## src/rtl/srb_pkg.sv

```systemverilog
package srb_pkg;
  localparam int unsigned WORD_W = 24;
  localparam int unsigned RES_W  = 16;
  localparam int unsigned CMD_W  = 7;

  typedef enum logic [2:0] {
    SEL_CMD   = 3'd0,
    SEL_SETUP = 3'd1,
    SEL_CLK   = 3'd2,
    SEL_DATA  = 3'd3,
    SEL_TEST  = 3'd4,
    SEL_NONE  = 3'd5,
    SEL_ZERO  = 3'd6,
    SEL_FULL  = 3'd7
  } reg_sel_e;

  typedef enum logic [1:0] {ST_CMD, ST_WR, ST_RD} frm_st_e;

  typedef struct packed {
    reg_sel_e   sel;
    logic       rd;
    logic       stby;
    logic [1:0] ch;
  } cmd_t;

  function automatic logic [4:0] reg_bits(input reg_sel_e s);
    case (s)
      SEL_DATA:           reg_bits = 5'd16;
      SEL_ZERO, SEL_FULL: reg_bits = 5'd24;
      default:            reg_bits = 5'd8;
    endcase
  endfunction
endpackage

```

## src/rtl/srb_edge_sync.sv

```systemverilog
module srb_edge_sync #(
  parameter int unsigned STAGES = 2
) (
  input  logic clk_i,
  input  logic rst_ni,
  input  logic sclk_i,
  input  logic din_i,
  output logic rise_o,
  output logic fall_o,
  output logic din_o
);
  logic [STAGES:0]   sck_q;
  logic [STAGES-1:0] din_q;

  always_ff @(posedge clk_i or negedge rst_ni) begin
    if (!rst_ni) begin
      sck_q <= '1;
      din_q <= '0;
    end else begin
      sck_q <= {sck_q[STAGES-1:0], sclk_i};
      din_q <= {din_q[STAGES-2:0], din_i};
    end
  end

  assign rise_o = sck_q[STAGES-1] & ~sck_q[STAGES];
  assign fall_o = ~sck_q[STAGES-1] & sck_q[STAGES];
  assign din_o  = din_q[STAGES-1];
endmodule

```

## src/rtl/srb_frame_ctrl.sv

```systemverilog
module srb_frame_ctrl
  import srb_pkg::*;
#(
  parameter int unsigned ESC_ONES = 32
) (
  input  logic              clk_i,
  input  logic              rst_ni,
  input  logic              rise_i,
  input  logic              fall_i,
  input  logic              din_i,
  input  logic [WORD_W-1:0] rd_word_i,
  output logic              cmd_we_o,
  output cmd_t              cmd_o,
  output logic              wr_en_o,
  output reg_sel_e          wr_sel_o,
  output logic [WORD_W-1:0] wr_data_o,
  output logic              rd_data_done_o,
  output logic              dout_o
);
  localparam int unsigned OW = $clog2(ESC_ONES + 1);

  frm_st_e           st_q;
  logic              cmd_act_q;
  logic [4:0]        cnt_q;
  logic [WORD_W-2:0] rx_q;
  logic [WORD_W-1:0] tx_q;
  reg_sel_e          sel_q;
  logic [OW-1:0]     ones_q;
  logic              dout_q;

  cmd_t       cmd_nxt;
  logic [4:0] w_cur;
  logic       last;
  logic       esc;
  logic       cmd_done;

  assign cmd_nxt  = cmd_t'({rx_q[CMD_W-2:0], din_i});
  assign w_cur    = reg_bits(sel_q);
  assign last     = (cnt_q == 5'(w_cur - 5'd1));
  assign esc      = rise_i && din_i && (ones_q == OW'(ESC_ONES - 1));
  assign cmd_done = rise_i && !esc && (st_q == ST_CMD) && cmd_act_q && (cnt_q == 5'd6);

  assign cmd_we_o       = cmd_done;
  assign cmd_o          = cmd_nxt;
  assign wr_en_o        = rise_i && !esc && (st_q == ST_WR) && last;
  assign wr_sel_o       = sel_q;
  assign wr_data_o      = {rx_q, din_i};
  assign rd_data_done_o = rise_i && !esc && (st_q == ST_RD) && last && (sel_q == SEL_DATA);
  assign dout_o         = dout_q;

  always_ff @(posedge clk_i or negedge rst_ni) begin
    if (!rst_ni) begin
      st_q      <= ST_CMD;
      cmd_act_q <= 1'b0;
      cnt_q     <= '0;
      rx_q      <= '0;
      tx_q      <= '0;
      sel_q     <= SEL_CMD;
      ones_q    <= '0;
      dout_q    <= 1'b1;
    end else if (esc) begin
      st_q      <= ST_CMD;
      cmd_act_q <= 1'b0;
      cnt_q     <= '0;
      ones_q    <= '0;
    end else if (rise_i) begin
      ones_q <= din_i ? OW'(ones_q + 1'b1) : '0;
      unique case (st_q)
        ST_CMD: begin
          if (!cmd_act_q) begin
            // idle on the start bit until a 0 arrives
            if (!din_i) begin
              cmd_act_q <= 1'b1;
              cnt_q     <= '0;
            end
          end else begin
            rx_q <= {rx_q[WORD_W-3:0], din_i};
            if (cnt_q == 5'd6) begin
              cmd_act_q <= 1'b0;
              cnt_q     <= '0;
              sel_q     <= cmd_nxt.sel;
              if (cmd_nxt.rd) begin
                st_q <= ST_RD;
                tx_q <= rd_word_i << (5'd24 - reg_bits(cmd_nxt.sel));
              end else if (cmd_nxt.sel != SEL_CMD) begin
                st_q <= ST_WR;
              end
            end else begin
              cnt_q <= cnt_q + 5'd1;
            end
          end
        end
        ST_WR: begin
          rx_q <= {rx_q[WORD_W-3:0], din_i};
          if (last) begin
            st_q  <= ST_CMD;
            cnt_q <= '0;
          end else begin
            cnt_q <= cnt_q + 5'd1;
          end
        end
        ST_RD: begin
          if (last) begin
            st_q  <= ST_CMD;
            cnt_q <= '0;
          end else begin
            cnt_q <= cnt_q + 5'd1;
          end
        end
        default: st_q <= ST_CMD;
      endcase
    end else if (fall_i) begin
      if (st_q == ST_RD) begin
        dout_q <= tx_q[WORD_W-1];
        tx_q   <= {tx_q[WORD_W-2:0], 1'b0};
      end else begin
        dout_q <= 1'b1;
      end
    end
  end

  AST_DOUT_EDGE: assert property (@(posedge clk_i) disable iff (!rst_ni)
    !$stable(dout_q) |-> $past(fall_i));
  AST_BITS_BOUND: assert property (@(posedge clk_i) disable iff (!rst_ni)
    (st_q != ST_CMD) |-> (cnt_q < reg_bits(sel_q)));
  AST_ESC_IDLE: assert property (@(posedge clk_i) disable iff (!rst_ni)
    esc |=> (st_q == ST_CMD) && !cmd_act_q);
endmodule

```

## src/rtl/srb_reg_bank.sv

```systemverilog
module srb_reg_bank
  import srb_pkg::*;
#(
  parameter int unsigned NUM_CH     = 3,
  parameter logic [7:0]  SETUP_RST  = 8'h01,
  parameter logic [7:0]  CLK_RST    = 8'h05,
  parameter logic [7:0]  TEST_RST   = 8'h00,
  parameter logic [23:0] ZERO_RST   = 24'h1F4000,
  parameter logic [23:0] FULL_RST   = 24'h5761AB
) (
  input  logic              clk_i,
  input  logic              rst_ni,
  input  logic              cmd_we_i,
  input  cmd_t              cmd_i,
  input  logic              wr_en_i,
  input  reg_sel_e          wr_sel_i,
  input  logic [WORD_W-1:0] wr_data_i,
  input  logic              rd_data_done_i,
  input  logic              upd_i,
  input  logic [RES_W-1:0]  conv_data_i,
  output logic [WORD_W-1:0] rd_word_o,
  output logic              drdy_o,
  output logic              stby_o,
  output logic [1:0]        chan_o,
  output logic [7:0]        setup_o,
  output logic [7:0]        clkcfg_o,
  output logic [WORD_W-1:0] cal_zero_o,
  output logic [WORD_W-1:0] cal_full_o
);
  localparam int unsigned PW = (NUM_CH > 1) ? $clog2(NUM_CH) : 1;

  logic [7:0]        setup_q, clk_q, test_q;
  logic [RES_W-1:0]  data_q;
  logic              stby_q, drdy_q;
  logic [1:0]        ch_q;
  logic [WORD_W-1:0] zs_q [NUM_CH];
  logic [WORD_W-1:0] fs_q [NUM_CH];

  function automatic logic [PW-1:0] pidx(input logic [1:0] ch);
    pidx = (32'(ch) < NUM_CH) ? PW'(ch) : '0;
  endfunction

  logic [PW-1:0] wr_pidx, rd_pidx, cur_pidx;
  assign wr_pidx  = pidx(ch_q);
  assign rd_pidx  = pidx(cmd_i.ch);
  assign cur_pidx = pidx(ch_q);

  always_ff @(posedge clk_i or negedge rst_ni) begin
    if (!rst_ni) begin
      setup_q <= SETUP_RST;
      clk_q   <= CLK_RST;
      test_q  <= TEST_RST;
      data_q  <= '0;
      stby_q  <= 1'b0;
      ch_q    <= '0;
      drdy_q  <= 1'b1;
      for (int i = 0; i < NUM_CH; i++) begin
        zs_q[i] <= ZERO_RST;
        fs_q[i] <= FULL_RST;
      end
    end else begin
      if (cmd_we_i) begin
        stby_q <= cmd_i.stby;
        ch_q   <= cmd_i.ch;
      end
      if (upd_i) data_q <= conv_data_i;
      // a fresh result outranks the read that would clear the flag
      if (upd_i)               drdy_q <= 1'b0;
      else if (rd_data_done_i) drdy_q <= 1'b1;
      if (wr_en_i) begin
        unique case (wr_sel_i)
          SEL_SETUP: setup_q <= wr_data_i[7:0];
          SEL_CLK:   clk_q   <= wr_data_i[7:0];
          SEL_TEST:  test_q  <= wr_data_i[7:0];
          SEL_ZERO: begin
            for (int i = 0; i < NUM_CH; i++)
              if (wr_pidx == PW'(i)) zs_q[i] <= wr_data_i;
          end
          SEL_FULL: begin
            for (int i = 0; i < NUM_CH; i++)
              if (wr_pidx == PW'(i)) fs_q[i] <= wr_data_i;
          end
          default: ;
        endcase
      end
    end
  end

  always_comb begin
    rd_word_o = '0;
    unique case (cmd_i.sel)
      SEL_CMD:   rd_word_o = {16'd0, drdy_q, cmd_i};
      SEL_SETUP: rd_word_o = {16'd0, setup_q};
      SEL_CLK:   rd_word_o = {16'd0, clk_q};
      SEL_DATA:  rd_word_o = {8'd0, data_q};
      SEL_TEST:  rd_word_o = {16'd0, test_q};
      SEL_ZERO:  rd_word_o = zs_q[rd_pidx];
      SEL_FULL:  rd_word_o = fs_q[rd_pidx];
      default:   rd_word_o = '0;
    endcase
  end

  assign drdy_o     = drdy_q;
  assign stby_o     = stby_q;
  assign chan_o     = ch_q;
  assign setup_o    = setup_q;
  assign clkcfg_o   = clk_q;
  assign cal_zero_o = zs_q[cur_pidx];
  assign cal_full_o = fs_q[cur_pidx];

  AST_DRDY_LOW: assert property (@(posedge clk_i) disable iff (!rst_ni)
    upd_i |=> !drdy_o);
  AST_DRDY_SET: assert property (@(posedge clk_i) disable iff (!rst_ni)
    $rose(drdy_o) |-> $past(rd_data_done_i));
  AST_UPD_WINS: assert property (@(posedge clk_i) disable iff (!rst_ni)
    (upd_i && rd_data_done_i) |=> !drdy_o);
  AST_DATA_RO: assert property (@(posedge clk_i) disable iff (!rst_ni)
    (wr_en_i && wr_sel_i == SEL_DATA && !upd_i) |=> $stable(data_q));

  for (genvar g = 0; g < NUM_CH; g++) begin : g_cal_chk
    AST_CAL_HOLD: assert property (@(posedge clk_i) disable iff (!rst_ni)
      !(wr_en_i && wr_sel_i == SEL_ZERO && wr_pidx == PW'(g)) |=> $stable(zs_q[g]));
    AST_FULL_HOLD: assert property (@(posedge clk_i) disable iff (!rst_ni)
      !(wr_en_i && wr_sel_i == SEL_FULL && wr_pidx == PW'(g)) |=> $stable(fs_q[g]));
  end
endmodule

```

## src/rtl/ser_regbank_port.sv

```systemverilog
module ser_regbank_port
  import srb_pkg::*;
#(
  parameter int unsigned NUM_CH      = 3,
  parameter int unsigned SYNC_STAGES = 2,
  parameter int unsigned ESC_ONES    = 32,
  parameter logic [7:0]  SETUP_RST   = 8'h01,
  parameter logic [7:0]  CLK_RST     = 8'h05,
  parameter logic [7:0]  TEST_RST    = 8'h00,
  parameter logic [23:0] ZERO_RST    = 24'h1F4000,
  parameter logic [23:0] FULL_RST    = 24'h5761AB
) (
  input  logic        clk_i,
  input  logic        rst_ni,
  input  logic        sclk_i,
  input  logic        din_i,
  output logic        dout_o,
  input  logic        upd_i,
  input  logic [15:0] conv_data_i,
  output logic        drdy_o,
  output logic        stby_o,
  output logic [1:0]  chan_o,
  output logic [7:0]  setup_o,
  output logic [7:0]  clkcfg_o,
  output logic [23:0] cal_zero_o,
  output logic [23:0] cal_full_o
);
  logic              rise, fall, din_s;
  logic              cmd_we, wr_en, rd_data_done;
  cmd_t              cmd;
  reg_sel_e          wr_sel;
  logic [WORD_W-1:0] wr_data, rd_word;

  srb_edge_sync #(.STAGES(SYNC_STAGES)) u_sync (
    .clk_i  (clk_i),
    .rst_ni (rst_ni),
    .sclk_i (sclk_i),
    .din_i  (din_i),
    .rise_o (rise),
    .fall_o (fall),
    .din_o  (din_s)
  );

  srb_frame_ctrl #(.ESC_ONES(ESC_ONES)) u_ctrl (
    .clk_i          (clk_i),
    .rst_ni         (rst_ni),
    .rise_i         (rise),
    .fall_i         (fall),
    .din_i          (din_s),
    .rd_word_i      (rd_word),
    .cmd_we_o       (cmd_we),
    .cmd_o          (cmd),
    .wr_en_o        (wr_en),
    .wr_sel_o       (wr_sel),
    .wr_data_o      (wr_data),
    .rd_data_done_o (rd_data_done),
    .dout_o         (dout_o)
  );

  srb_reg_bank #(
    .NUM_CH    (NUM_CH),
    .SETUP_RST (SETUP_RST),
    .CLK_RST   (CLK_RST),
    .TEST_RST  (TEST_RST),
    .ZERO_RST  (ZERO_RST),
    .FULL_RST  (FULL_RST)
  ) u_bank (
    .clk_i          (clk_i),
    .rst_ni         (rst_ni),
    .cmd_we_i       (cmd_we),
    .cmd_i          (cmd),
    .wr_en_i        (wr_en),
    .wr_sel_i       (wr_sel),
    .wr_data_i      (wr_data),
    .rd_data_done_i (rd_data_done),
    .upd_i          (upd_i),
    .conv_data_i    (conv_data_i),
    .rd_word_o      (rd_word),
    .drdy_o         (drdy_o),
    .stby_o         (stby_o),
    .chan_o         (chan_o),
    .setup_o        (setup_o),
    .clkcfg_o       (clkcfg_o),
    .cal_zero_o     (cal_zero_o),
    .cal_full_o     (cal_full_o)
  );
endmodule

```

## config.mk

```make
export PLATFORM = sky130hd
export DESIGN_NAME = ser_regbank_port
export DESIGN_NICKNAME = d
export VERILOG_FILES = /design/src/rtl/srb_pkg.sv /design/src/rtl/srb_edge_sync.sv /design/src/rtl/srb_frame_ctrl.sv /design/src/rtl/srb_reg_bank.sv /design/src/rtl/ser_regbank_port.sv
export SDC_FILE = /design/constraint.sdc
export NUM_CORES = 1
export LEC_CHECK = 0
export BUFFER_PORTS_ARGS = -buffer_cell sky130_fd_sc_hd__buf_4
export CAP_MARGIN = 20
export CORE_UTILIZATION = 55
export CTS_CLUSTER_SIZE = 14
export DETAILED_ROUTE_END_ITERATION = 10
export PLACE_DENSITY = 0.78
export SYNTH_ARGS = -nofsm -noshare
export SYNTH_HDL_FRONTEND = slang
export SYNTH_HIERARCHICAL = 1
export SYNTH_SLANG_ARGS = --single-unit
```

## constraint.sdc

```tcl
create_clock -name clk_i -period 5.05 [get_ports clk_i]
set_clock_uncertainty 0.05 [all_clocks]
set_input_delay 1.01 -clock clk_i [delete_from_list [all_inputs] [get_ports clk_i]]
set_output_delay 1.01 -clock clk_i [all_outputs]
set_load 0.005 [all_outputs]
```

==> flow_summary_export.csv, run 1 <==
group,metric,value,unit
hold_path,hp-start,"u_sync/din_q[0]$_DFF_PN0_",
timing,max-slew-margin-rel,28.3,%
drt,routedWlPerCell,22.2,um
final_layout,antenna_cells,0,
timing,rsz0062_at_grt,"false",
clock_tree,postCtsSetupRepairBufs,0,
floorplan,ioPinCount,90,
floorplan,initial_core_util,56.6,%
timing,finalSetupViolations,0,
synth,synth-edff-count,0,
drt,drt_iter0_drc,1101,
clock_tree,cts_resized,0,
flow_run,max_cap_viol_count,0,
global_routing,grt-ovfl-total,0,
placed_design,place.gp.congestion,0.867,
worst_setup_path,start_kind,"register",
timing,finalSetupTns,0,ps
synth,yosys.area_share.adder,0.718,%
clock_tree,numCtsBuffers,28,
synth,yosys-mux-area-fraction,27.8,%
timing,fin_crit_sh,74.4,%
clock_tree,clkSinkCount,258,
hold_path,min_to,"u_sync/din_q[1]$_DFF_PN0_",
timing,layout_setup_ws,1290,ps
final_layout,layout-drive-gt1-share,37.6,%
global_routing,grt_pass1_wl,56.7,mm
drt,antenna_left,0,
floorplan,core_area,24600,um2
global_routing,grt_usage,27.6,%
synth,synth_area,13900,um2
synth,syn_inst,1197,
synth,synth_top_family_by_area,"multiplexers",
pwr,pwr-share-seq,42.7,%
worst_setup_path,worstReg2RegStart,"u_ctrl/rx_q[5]$_DFFE_PN0P_",
timing,finalMaxSlewViolations,0,
clock_tree,htree_num_levels,1,
timing,worstMarginPinSlew,1080,ps
worst_setup_path,critPathKind,"register to output port",
global_routing,grt_pass1_vias,10000,
hold_path,hold_path_depth,0,
worst_setup_path,reg2reg_depth,7,
clock_tree,hold_buffers,0,
final_layout,final_core_util,63.6,%
synth,synth-xor-area-share,0.126,%
pwr,cellPowerDensity,387,nW/um2
floorplan,die_h,161,um
synth,synth-seq-cells,258,
timing,fin_hold_ws,307,ps
hold_path,hold_path_class,"register to register",
final_layout,fin_nets,1274,
worst_setup_path,required,3990,ps
clock_tree,cts_tree,"yes",
worst_setup_path,reg2reg_setup_slack,1700,ps
pwr,power_switching_share,33.3,%
floorplan,die_area,26000,um2
drt,post-route-drc-count,0,
clock_tree,cts_buffer_depth,3,
synth,yosysWarnings,6,
synth,ys_seq_area_share,46.9,%
pwr,p_leak,6.81,nW
worst_setup_path,cp_max_fo,33,
pwr,power.share.clock,33.8,%
synth,synth.avg_cell_area,11.6,um2
clock_tree,clk_latency,540,ps
drt,viasPerCell,6.32,
clock_tree,root_buffer,"clkbuf_16",
timing,fmax,266,MHz
synth,async_flop_share,100,%
drt,wirelength,35.2,mm
drt,drt_pre_antenna_iters,7,
worst_setup_path,end_kind,"output port",
pwr,switchingPower,2.02,mW
placed_design,numPortBuffers,89,
synth,synth_compound_area_share,12.3,%
synth,synth_nets,1226,
clock_tree,cts.reportedPaths.clkPinSlew,60,ps
timing,final-hold-violation-count,0,
drt,routed-via-count,10100,
global_routing,grt_max_degree,121,
floorplan,rows,57,
pwr,ir_drop,199,uV
synth,synth-simple-area-share,7.54,%
placed_design,dpl.hpwl,22.4,mm
synth,synth_flop_cell,"dfrtp_1",
outcome,outcome,"finished clean",
worst_setup_path,reg2reg_to,"u_ctrl/tx_q[10]$_DFFE_PN0P_",
timing,timing.final.crit_period,3760,ps
final_layout,area_delta_synth_final,12.3,%
worst_setup_path,arrival,2700,ps
placed_design,dpl_worst_slack,1820,ps
floorplan,die_w,161,um
global_routing,antenna_found_initial,0,
pwr,comb_power_share,23.5,%
synth,yosys.cell_types.count,70,
pwr,intPower,4.04,mW
==> how the worst max path moves through the flow <==
stage / to / slack (ps) / startpoint
after floorplan: u_bank/zs_q[48]$_DFFE_PN0P_ / 2480 / u_sync/sck_q[1]$_DFF_PN1_
after global placement: u_bank/fs_q[4]$_DFFE_PN0P_ / 1850 / u_sync/sck_q[1]$_DFF_PN1_
after detailed placement: u_ctrl/tx_q[9]$_DFFE_PN0P_ / 1820 / u_ctrl/rx_q[5]$_DFFE_PN0P_
after CTS: cal_full_o[0] / 1310 / u_bank/chan_o[1]$_DFFE_PN0P_
after global routing: cal_full_o[0] / 1150 / u_bank/chan_o[1]$_DFFE_PN0P_
final: cal_full_o[0] / 1290 / u_bank/chan_o[1]$_DFFE_PN0P_
==> cell usage after synthesis (all sizes together), types with 26 or more instances <==
cell    count  area (um2)
mux2      223        2520
dfrtp     193        4830
mux2i     124        1240
nand2      78         293
buf        70         454
dfstp      65        1710
o22ai      62         388
a21oi      57         285
nor2       43         189
a22oi      31         233
o21ai      29         160
clkbuf     27         101
a211oi     26         195
==> power groups by stage <==
| stage | Clock, mW | Sequential, mW | Combinational [mW] |
|---|---|---|---|
| CTS | 2.09 | 2.58 | 1.41 |
| global placement | 0 | 2.60 | 1.38 |
| floorplan | 0 | 2.40 | 1.24 |
| global route | 2.17 | 2.62 | 1.54 |
| detailed placement | 0 | 2.61 | 1.40 |
| finish | 2.05 | 2.59 | 1.43 |
==> cell usage in the layout, fill, tap and decap left out, types with 3 or more instances in the layout <==
| cell type | netlist | routed |
|---|---|---|
| nor2b_1 | 25 | 25 |
| inv_1 | 17 | 17 |
| a222oi_1 | 6 | 6 |
| nand3b_1 | 5 | 5 |
| nand3_1 | 8 | 8 |
| nand2b_1 | 14 | 14 |
| o22ai_1 | 62 | 62 |
| nor2_2 | 8 | 8 |
| nor2_1 | 34 | 34 |
| o21a_1 | 12 | 12 |
| clkbuf_16 | 0 | 29 |
| dfstp_2 | 65 | 65 |
| clkinv_2 | 0 | 8 |
| o221ai_1 | 3 | 3 |
| mux4_2 | 3 | 3 |
| nand2_1 | 78 | 78 |
| a221o_1 | 3 | 3 |
| nand4_1 | 3 | 3 |
| a22oi_1 | 31 | 31 |
| a2111o_1 | 5 | 5 |
| mux2_2 | 219 | 219 |
| dfrtp_1 | 193 | 190 |
| o21ai_0 | 27 | 27 |
| a21oi_1 | 57 | 57 |
| clkbuf_1 | 27 | 5 |
| ha_1 | 8 | 6 |
| a211oi_1 | 26 | 26 |
| nor3_1 | 5 | 5 |
| buf_4 | 25 | 112 |
| clkbuf_8 | 0 | 8 |
| mux2i_1 | 124 | 124 |
| o211ai_1 | 12 | 12 |
==> per-stage QoR <==
step	instances	power (mW)	cell area [um2]
after floorplan	1197	3.64	13900
after global placement	1539	3.97	14700
after detailed placement	1539	4.01	14700
after CTS	1591	6.07	15600
after global routing	1591	6.32	15600
final	1591	6.06	15600
==> final cells by class <==
class / count / area, um2
sequential: 258 / 6540
inverter: 20 / 80.1
multi-input combinational: 822 / 6790
tap: 324 / 405
clock inverter: 10 / 78.8
clock buffer: 42 / 855
fill: 1936 / 8960
timing repair buffer: 115 / 896
==> layer usage <==
metal  vias to the layer above  part of all wire [%]  global-route usage, %
met5                         -                     0                      0
met4                         0                   2.7                   8.88
met3                        73                   5.2                   3.88
met2                       336                    48                   44.7
met1                      5122                    44                   38.4
li1                       4523                     -                      -
==> kinds of logic after synthesis <==
logic type | after synthesis
AO/OA/AOI/OAI | 258
XOR/XNOR | 2
adder cells (fa/ha/maj) | 8
buffers and inverters | 117
flip-flops | 258
multiplexers | 352
AND/OR/NAND/NOR | 202
==> sequential cells by signal, indices dropped and copies added, names as in the netlist, 3 cells and up <==
| register | flops |
|---|---|
| u_bank/setup_o | 8 |
| u_bank/fs_q | 72 |
| u_ctrl/tx_q | 24 |
| u_sync/sck_q | 3 |
| u_bank/test_q | 8 |
| u_ctrl/ones_q | 6 |
| u_ctrl/wr_sel_o | 3 |
| u_bank/zs_q | 72 |
| u_bank/clkcfg_o | 8 |
| u_ctrl/rx_q | 23 |
| u_bank/data_q | 16 |
| u_ctrl/cnt_q | 5 |
==> critical path: stages (launching register included) <==
cell     delay (ps)
dfrtp_1         420
inv_1           120
ha_4            520
buf_4           480
mux2i_1         130
o22ai_1         280
buf_4           170
Note: power is estimated with default switching activity, not from simulation.
==> run 2: changes to the inputs <==
- clock period: 5.05 -> 3.48 ns (I/O delays scaled with it)
==> run 2 against run 1 <==
Worst setup slack lost 1000 ps. Sequential cell count is the same. Clock-buffer cell count grew 1. Die area is the same. Cell count grew 0.82%. First-iteration DRC count shrank 16%. Worst hold slack lost 210 ps. Global-route usage is essentially flat. Combinational power grew 57%. Critical endpoint is now cal_zero_o[14]. Highest routed layer unchanged.
==> flow_summary_export.csv, run 2 (synthesis results as in run 1) <==
group,metric,value,unit
outcome,outcome,"finished clean",
placed_design,dpl.hpwl,23.1,mm
clock_tree,clkSinkCount,258,
clock_tree,numCtsBuffers,28,
drt,post-route-drc-count,0,
final_layout,layout_commonest_cell,"mux2_2",
clock_tree,clk_latency,550,ps
final_layout,reg.largest.list,"u_bank/fs_q (72), u_bank/zs_q (72), u_ctrl/tx_q (24)",
final_layout,area_delta_synth_final,14.2,%
pwr,p_leak,6.94,nW
clock_tree,cts_resized,0,
clock_tree,root_buffer,"clkbuf_16",
flow_run,max_cap_viol_count,0,
worst_setup_path,critPathKind,"register to output port",
worst_setup_path,crit_chain,"inv_1, ha_4, buf_4, nand2_1, o22ai_1, buf_4",
drt,wirelength,35.7,mm
placed_design,placed_area,14900,um2
floorplan,core_area,24600,um2
timing,max-slew-margin-rel,35.1,%
global_routing,grt_pass1_wl,56.5,mm
worst_setup_path,reg2reg_setup_slack,600,ps
timing,fmax,312,MHz
clock_tree,cts_tree,"yes",
drt,routed-via-count,10200,
worst_setup_path,worst_path_largest_cell_delay,460,ps
hold_path,hold_path_class,"input port to asynchronous set/reset pin",
worst_setup_path,slowest_stage,"ha_4",
clock_tree,cts_buffer_depth,3,
worst_setup_path,cp_max_fo,36,
final_layout,final_cell_mix,"mux2_2, dfrtp_1, mux2i_1",
worst_setup_path,start_kind,"register",
worst_setup_path,reg2reg_depth,8,
timing,final-hold-violation-count,0,
timing,worstMarginPinSlew,974,ps
placed_design,place.gp.congestion,0.891,
timing,finalSetupViolations,0,
placed_design,placed_cells,1553,
worst_setup_path,crit_family,"buffers and inverters",
timing,timing.final.crit_period,3200,ps
pwr,ir_drop,481,uV
worst_setup_path,cp_common_cell,"buf_4",
floorplan,ioPinCount,90,
final_layout,design_area,15900,um2
worst_setup_path,path_buf_inv,3,
floorplan,die_area,26000,um2
pwr,cellPowerDensity,576,nW/um2
clock_tree,hold_buffers,0,
timing,rsz0062_at_grt,"false",
floorplan,initial_core_util,56.6,%
final_layout,fin_nets,1288,
final_layout,seq_area,6540,um2
global_routing,grt_usage,27.6,%
floorplan,rows,57,
worst_setup_path,arrival,2460,ps
clock_tree,postCtsSetupRepairBufs,0,
drt,antenna_left,0,
worst_setup_path,required,2730,ps
final_layout,final_core_util,64.7,%
floorplan,die_w,161,um
global_routing,grt_max_degree,90,
pwr,p_total,9.16,mW
timing,finalSetupTns,0,ps
drt,viasPerCell,6.39,
placed_design,numPortBuffers,89,
final_layout,instances_no_fill,1604,
final_layout,layout-drive-gt1-share,38.4,%
worst_setup_path,worstReg2RegStart,"u_ctrl/wr_sel_o[2]$_DFFE_PN0P_",
final_layout,multi_input_area,6790,um2
global_routing,antenna_found_initial,0,
clock_tree,cts.reportedPaths.clkPinSlew,60,ps
floorplan,die_h,161,um
final_layout,nFillCells,1895,
global_routing,grt_pass1_vias,10100,
final_layout,antenna_cells,0,
worst_setup_path,end_kind,"output port",
worst_setup_path,reg2reg_to,"u_bank/fs_q[10]$_DFFE_PN0P_",
drt,drt_pre_antenna_iters,7,
timing,fin_crit_sh,92.1,%
drt,drt_iter0_drc,924,
timing,finalMaxSlewViolations,0,
drt,routedWlPerCell,22.2,um
clock_tree,htree_num_levels,1,
global_routing,grt-ovfl-total,0,
run 2: cell count changes in the layout (fill, tap and decap cells not counted), sizes merged:
cell    before  now
buf        115  129
bufinv       1    4
clkbuf      42   43
clkinv      10    5
run 2: through the flow:
| step | hold WS [ps] | worst slack [ps] |
|---|---|---|
| finish | 96.7 | 276 |
| floorplan | 281 | 906 |
| global placement | 283 | 640 |
| detailed placement | 285 | 628 |
| CTS | 131 | 263 |
| global route | 151 | 150 |
run 2: how the worst max path moves through the flow:
stage / depth (start not counted) / start / slack (ps) / endpoint
2_1_floorplan: 9 / u_sync/sck_q[1]$_DFF_PN1_ / 910 / u_bank/zs_q[48]$_DFFE_PN0P_
3_3_place_gp: 7 / u_ctrl/rx_q[3]$_DFFE_PN0P_ / 640 / u_ctrl/tx_q[16]$_DFFE_PN0P_
3_5_place_dp: 7 / u_ctrl/rx_q[3]$_DFFE_PN0P_ / 630 / u_ctrl/tx_q[23]$_DFFE_PN0P_
4_1_cts: 6 / u_bank/chan_o[1]$_DFFE_PN0P_ / 260 / cal_full_o[22]
5_1_grt: 6 / u_bank/chan_o[0]$_DFFE_PN0P_ / 150 / cal_full_o[13]
6_report: 6 / u_bank/chan_o[0]$_DFFE_PN0P_ / 280 / cal_zero_o[14]
run 2: final cells by class:
type,instances,area share (%)
clock buffers,43,5.59
flip-flops and latches,258,41.1
well taps,324,2.55
multi-input cells,822,42.7
inverters,20,0.503
clock inverters,8,0.904
repair buffers,129,6.68
run 2: power breakdown:
part,internal [mW],switching (mW)
combinational,0.910,1.33
clock,2.05,1.21
sequential,3.26,0.413
total,6.22,2.95
run 2: layer usage:
layer  vias to the layer above  wire length [um]  GRT usage [%]
met2                       406             16800           44.4
li1                       4548                 -              -
met4                         0              1320           10.5
met5                         -                 0              0
met3                        86              2300           4.44
met1                      5208             15200           37.7
run 2: worst reg2reg max path: cells and delay by family (launching register included):
kind                      cells  cell delay [ps]
muxes                         1              400
buffers and inverters         1              380
DFF                           1              460
xor gates and xnor gates      1              300
and+or+nand+nor               5             1190
==> run 3: changes to the inputs <==
==> constraint.sdc (replaced) <==
create_clock -name clk_i -period 3.48 [get_ports clk_i]
set_clock_uncertainty 0.05 [all_clocks]
set_input_delay 0.174 -clock clk_i [delete_from_list [all_inputs] [get_ports clk_i]]
set_output_delay 0.174 -clock clk_i [all_outputs]
set_load 0.005 [all_outputs]
==> run 3 against run 2 <==
Die area did not move. Critical path depth did not move. Final area grew 0.53%. Sequential power about the same. Worst hold slack gained 110 ps. Critical path type unchanged. Largest power group unchanged. Highest routed layer unchanged.
==> flow_summary_export.csv, run 3 (synthesis results as in run 1) <==
group,metric,value,unit
clock_tree,postCtsSetupRepairBufs,0,
drt,post-route-drc-count,0,
final_layout,fin_nets,1305,
worst_setup_path,cp_max_fo,54,
placed_design,place.gp.congestion,0.873,
pwr,p_leak,6.97,nW
clock_tree,cts_buffer_depth,3,
timing,rsz0062_at_grt,"false",
hold_path,hold_path_class,"input port to asynchronous set/reset pin",
floorplan,die_w,161,um
placed_design,dpl.hpwl,22.7,mm
worst_setup_path,crit_chain,"inv_1, ha_4, buf_4, nand2_1, o22ai_1, buf_4",
drt,drt_pre_antenna_iters,7,
floorplan,core_area,24600,um2
clock_tree,cts.reportedPaths.clkPinSlew,70,ps
final_layout,antenna_cells,0,
drt,routedWlPerCell,22.0,um
worst_setup_path,crit_family,"buffers and inverters",
clock_tree,clkSinkCount,258,
pwr,ir_drop,413,uV
placed_design,placed_cells,1550,
timing,finalSetupViolations,0,
final_layout,layout_commonest_cell,"mux2_2",
flow_run,max_cap_viol_count,0,
floorplan,die_area,26000,um2
floorplan,rows,57,
drt,top_layer_used,"met4",
final_layout,instances_no_fill,1622,
drt,wl_met1,15.7,mm
global_routing,antenna_found_initial,0,
final_layout,final_core_util,65.0,%
clock_tree,cts_tree,"yes",
drt,wl_met3,2.02,mm
timing,fmax,330,MHz
clock_tree,root_buffer,"clkbuf_16",
pwr,cellPowerDensity,561,nW/um2
final_layout,area_delta_synth_final,14.8,%
worst_setup_path,path_buf_inv,3,
global_routing,grt_pass1_vias,10200,
global_routing,grt-ovfl-total,0,
timing,finalSetupTns,0,ps
final_layout,nFillCells,1849,
floorplan,initial_core_util,56.6,%
clock_tree,clk_latency,550,ps
worst_setup_path,worst_path_largest_cell_delay,580,ps
timing,worstMarginPinSlew,1110,ps
global_routing,grt_pass1_wl,57.0,mm
drt,wirelength,35.8,mm
worst_setup_path,end_kind,"output port",
worst_setup_path,cp_common_cell,"buf_4",
timing,timing.final.crit_period,3030,ps
worst_setup_path,start_kind,"register",
floorplan,die_h,161,um
pwr,p_total,8.98,mW
final_layout,reg.largest.list,"u_bank/fs_q (72), u_bank/zs_q (72), u_ctrl/tx_q (24)",
worst_setup_path,required,3260,ps
worst_setup_path,critPathKind,"register to output port",
timing,fin_hold_ws,210,ps
final_layout,final_cell_mix,"mux2_2, dfrtp_1, mux2i_1",
timing,finalMaxSlewViolations,0,
drt,viasPerCell,6.29,
timing,max-slew-margin-rel,25.8,%
drt,routed-via-count,10200,
outcome,outcome,"finished clean",
worst_setup_path,slowest_stage,"buf_4",
placed_design,numPortBuffers,89,
final_layout,seq_area,6540,um2
timing,final-hold-violation-count,0,
final_layout,layout-drive-gt1-share,37.5,%
timing,fin_crit_sh,87.1,%
drt,drt_iter0_drc,944,
drt,dr_wl_met2,17.1,mm
drt,antenna_left,0,
worst_setup_path,arrival,2810,ps
global_routing,grt_usage,27.8,%
final_layout,multi_input_area,6790,um2
clock_tree,numCtsBuffers,28,
global_routing,grt_max_degree,117,
clock_tree,htree_num_levels,1,
floorplan,ioPinCount,90,
## run 3: changes by cell type in the layout (fill, tap and decap cells not counted)
cell           delta
clkinv_4          -1
clkbuf_8          -1
buf_12            -3
clkinv_2          +2
bufinv_16         -2
clkbuf_1          +2
dlygate4sd3_1    +20
inv_6             +1
## run 3: worst paths after layout
path | from | endpoint | slack [ps] | depth (start not counted)
max | u_bank/chan_o[0]$_DFFE_PN0P_ | cal_zero_o[2] | 450 | 6
min | rst_ni | u_bank/fs_q[12]$_DFFE_PN0P_ | 210 | 2
max reg2reg | u_ctrl/rx_q[3]$_DFFE_PN0P_ | u_ctrl/tx_q[20]$_DFFE_PN0P_ | 540 | 8
min reg2reg | u_sync/sck_q[0]$_DFF_PN1_ | u_sync/sck_q[1]$_DFF_PN1_ | 300 | 0
max in group asynchronous | rst_ni | u_bank/fs_q[40]$_DFFE_PN1P_ | 2110 | 3
min in group clk_i | din_i | u_sync/din_q[0]$_DFF_PN0_ | 230 | 2
## run 3: metal layers
metal | vias to the layer above | global-route usage, %
met2 | 354 | 45.1
met5 | - | 0
met4 | 0 | 9.73
li1 | 4582 | -
met1 | 5204 | 38.5
met3 | 64 | 3.70
## run 3: timing repair
item | in CTS | in global routing
hold buffers | 20 | 0
endpoints found under the hold margin | 114 | 0
gates resized for setup | 0 | 0
## run 3: area by class of cell
| class | instances | share of cell area (%) |
|---|---|---|
| clock inverters | 8 | 0.587 |
| multi-input cells | 822 | 42.4 |
| well taps | 324 | 2.53 |
| clock buffers | 44 | 5.52 |
| repair buffers | 146 | 7.52 |
| inverters | 20 | 0.501 |
| flip-flops and latches | 258 | 40.9 |
## run 3: per-stage QoR
step	cell area, um2	setup slack, ps
2_1_floorplan	13900	906
3_3_place_gp	14800	628
3_5_place_dp	14800	624
4_1_cts	16000	431
5_1_grt	16000	294
6_report	16000	449
## run 3: worst reg2reg max path, delay by kind of cell, from the launching register on
kind,cells,cell delay [ps]
AO/OA/AOI/OAI,5,1340
buffers and inverters,1,340
multiplexers,1,280
flip-flops,1,700
AND/OR/NAND/NOR,1,80
## run 3: report_power, final
part           leakage [nW]  total, mW  switching (mW)  internal (mW)
combinational          3.22       2.24            1.34          0.896
clock                 0.487       3.09            1.20           1.89
sequential             3.26       3.65           0.391           3.26
total                  6.97       8.98            2.94           6.04
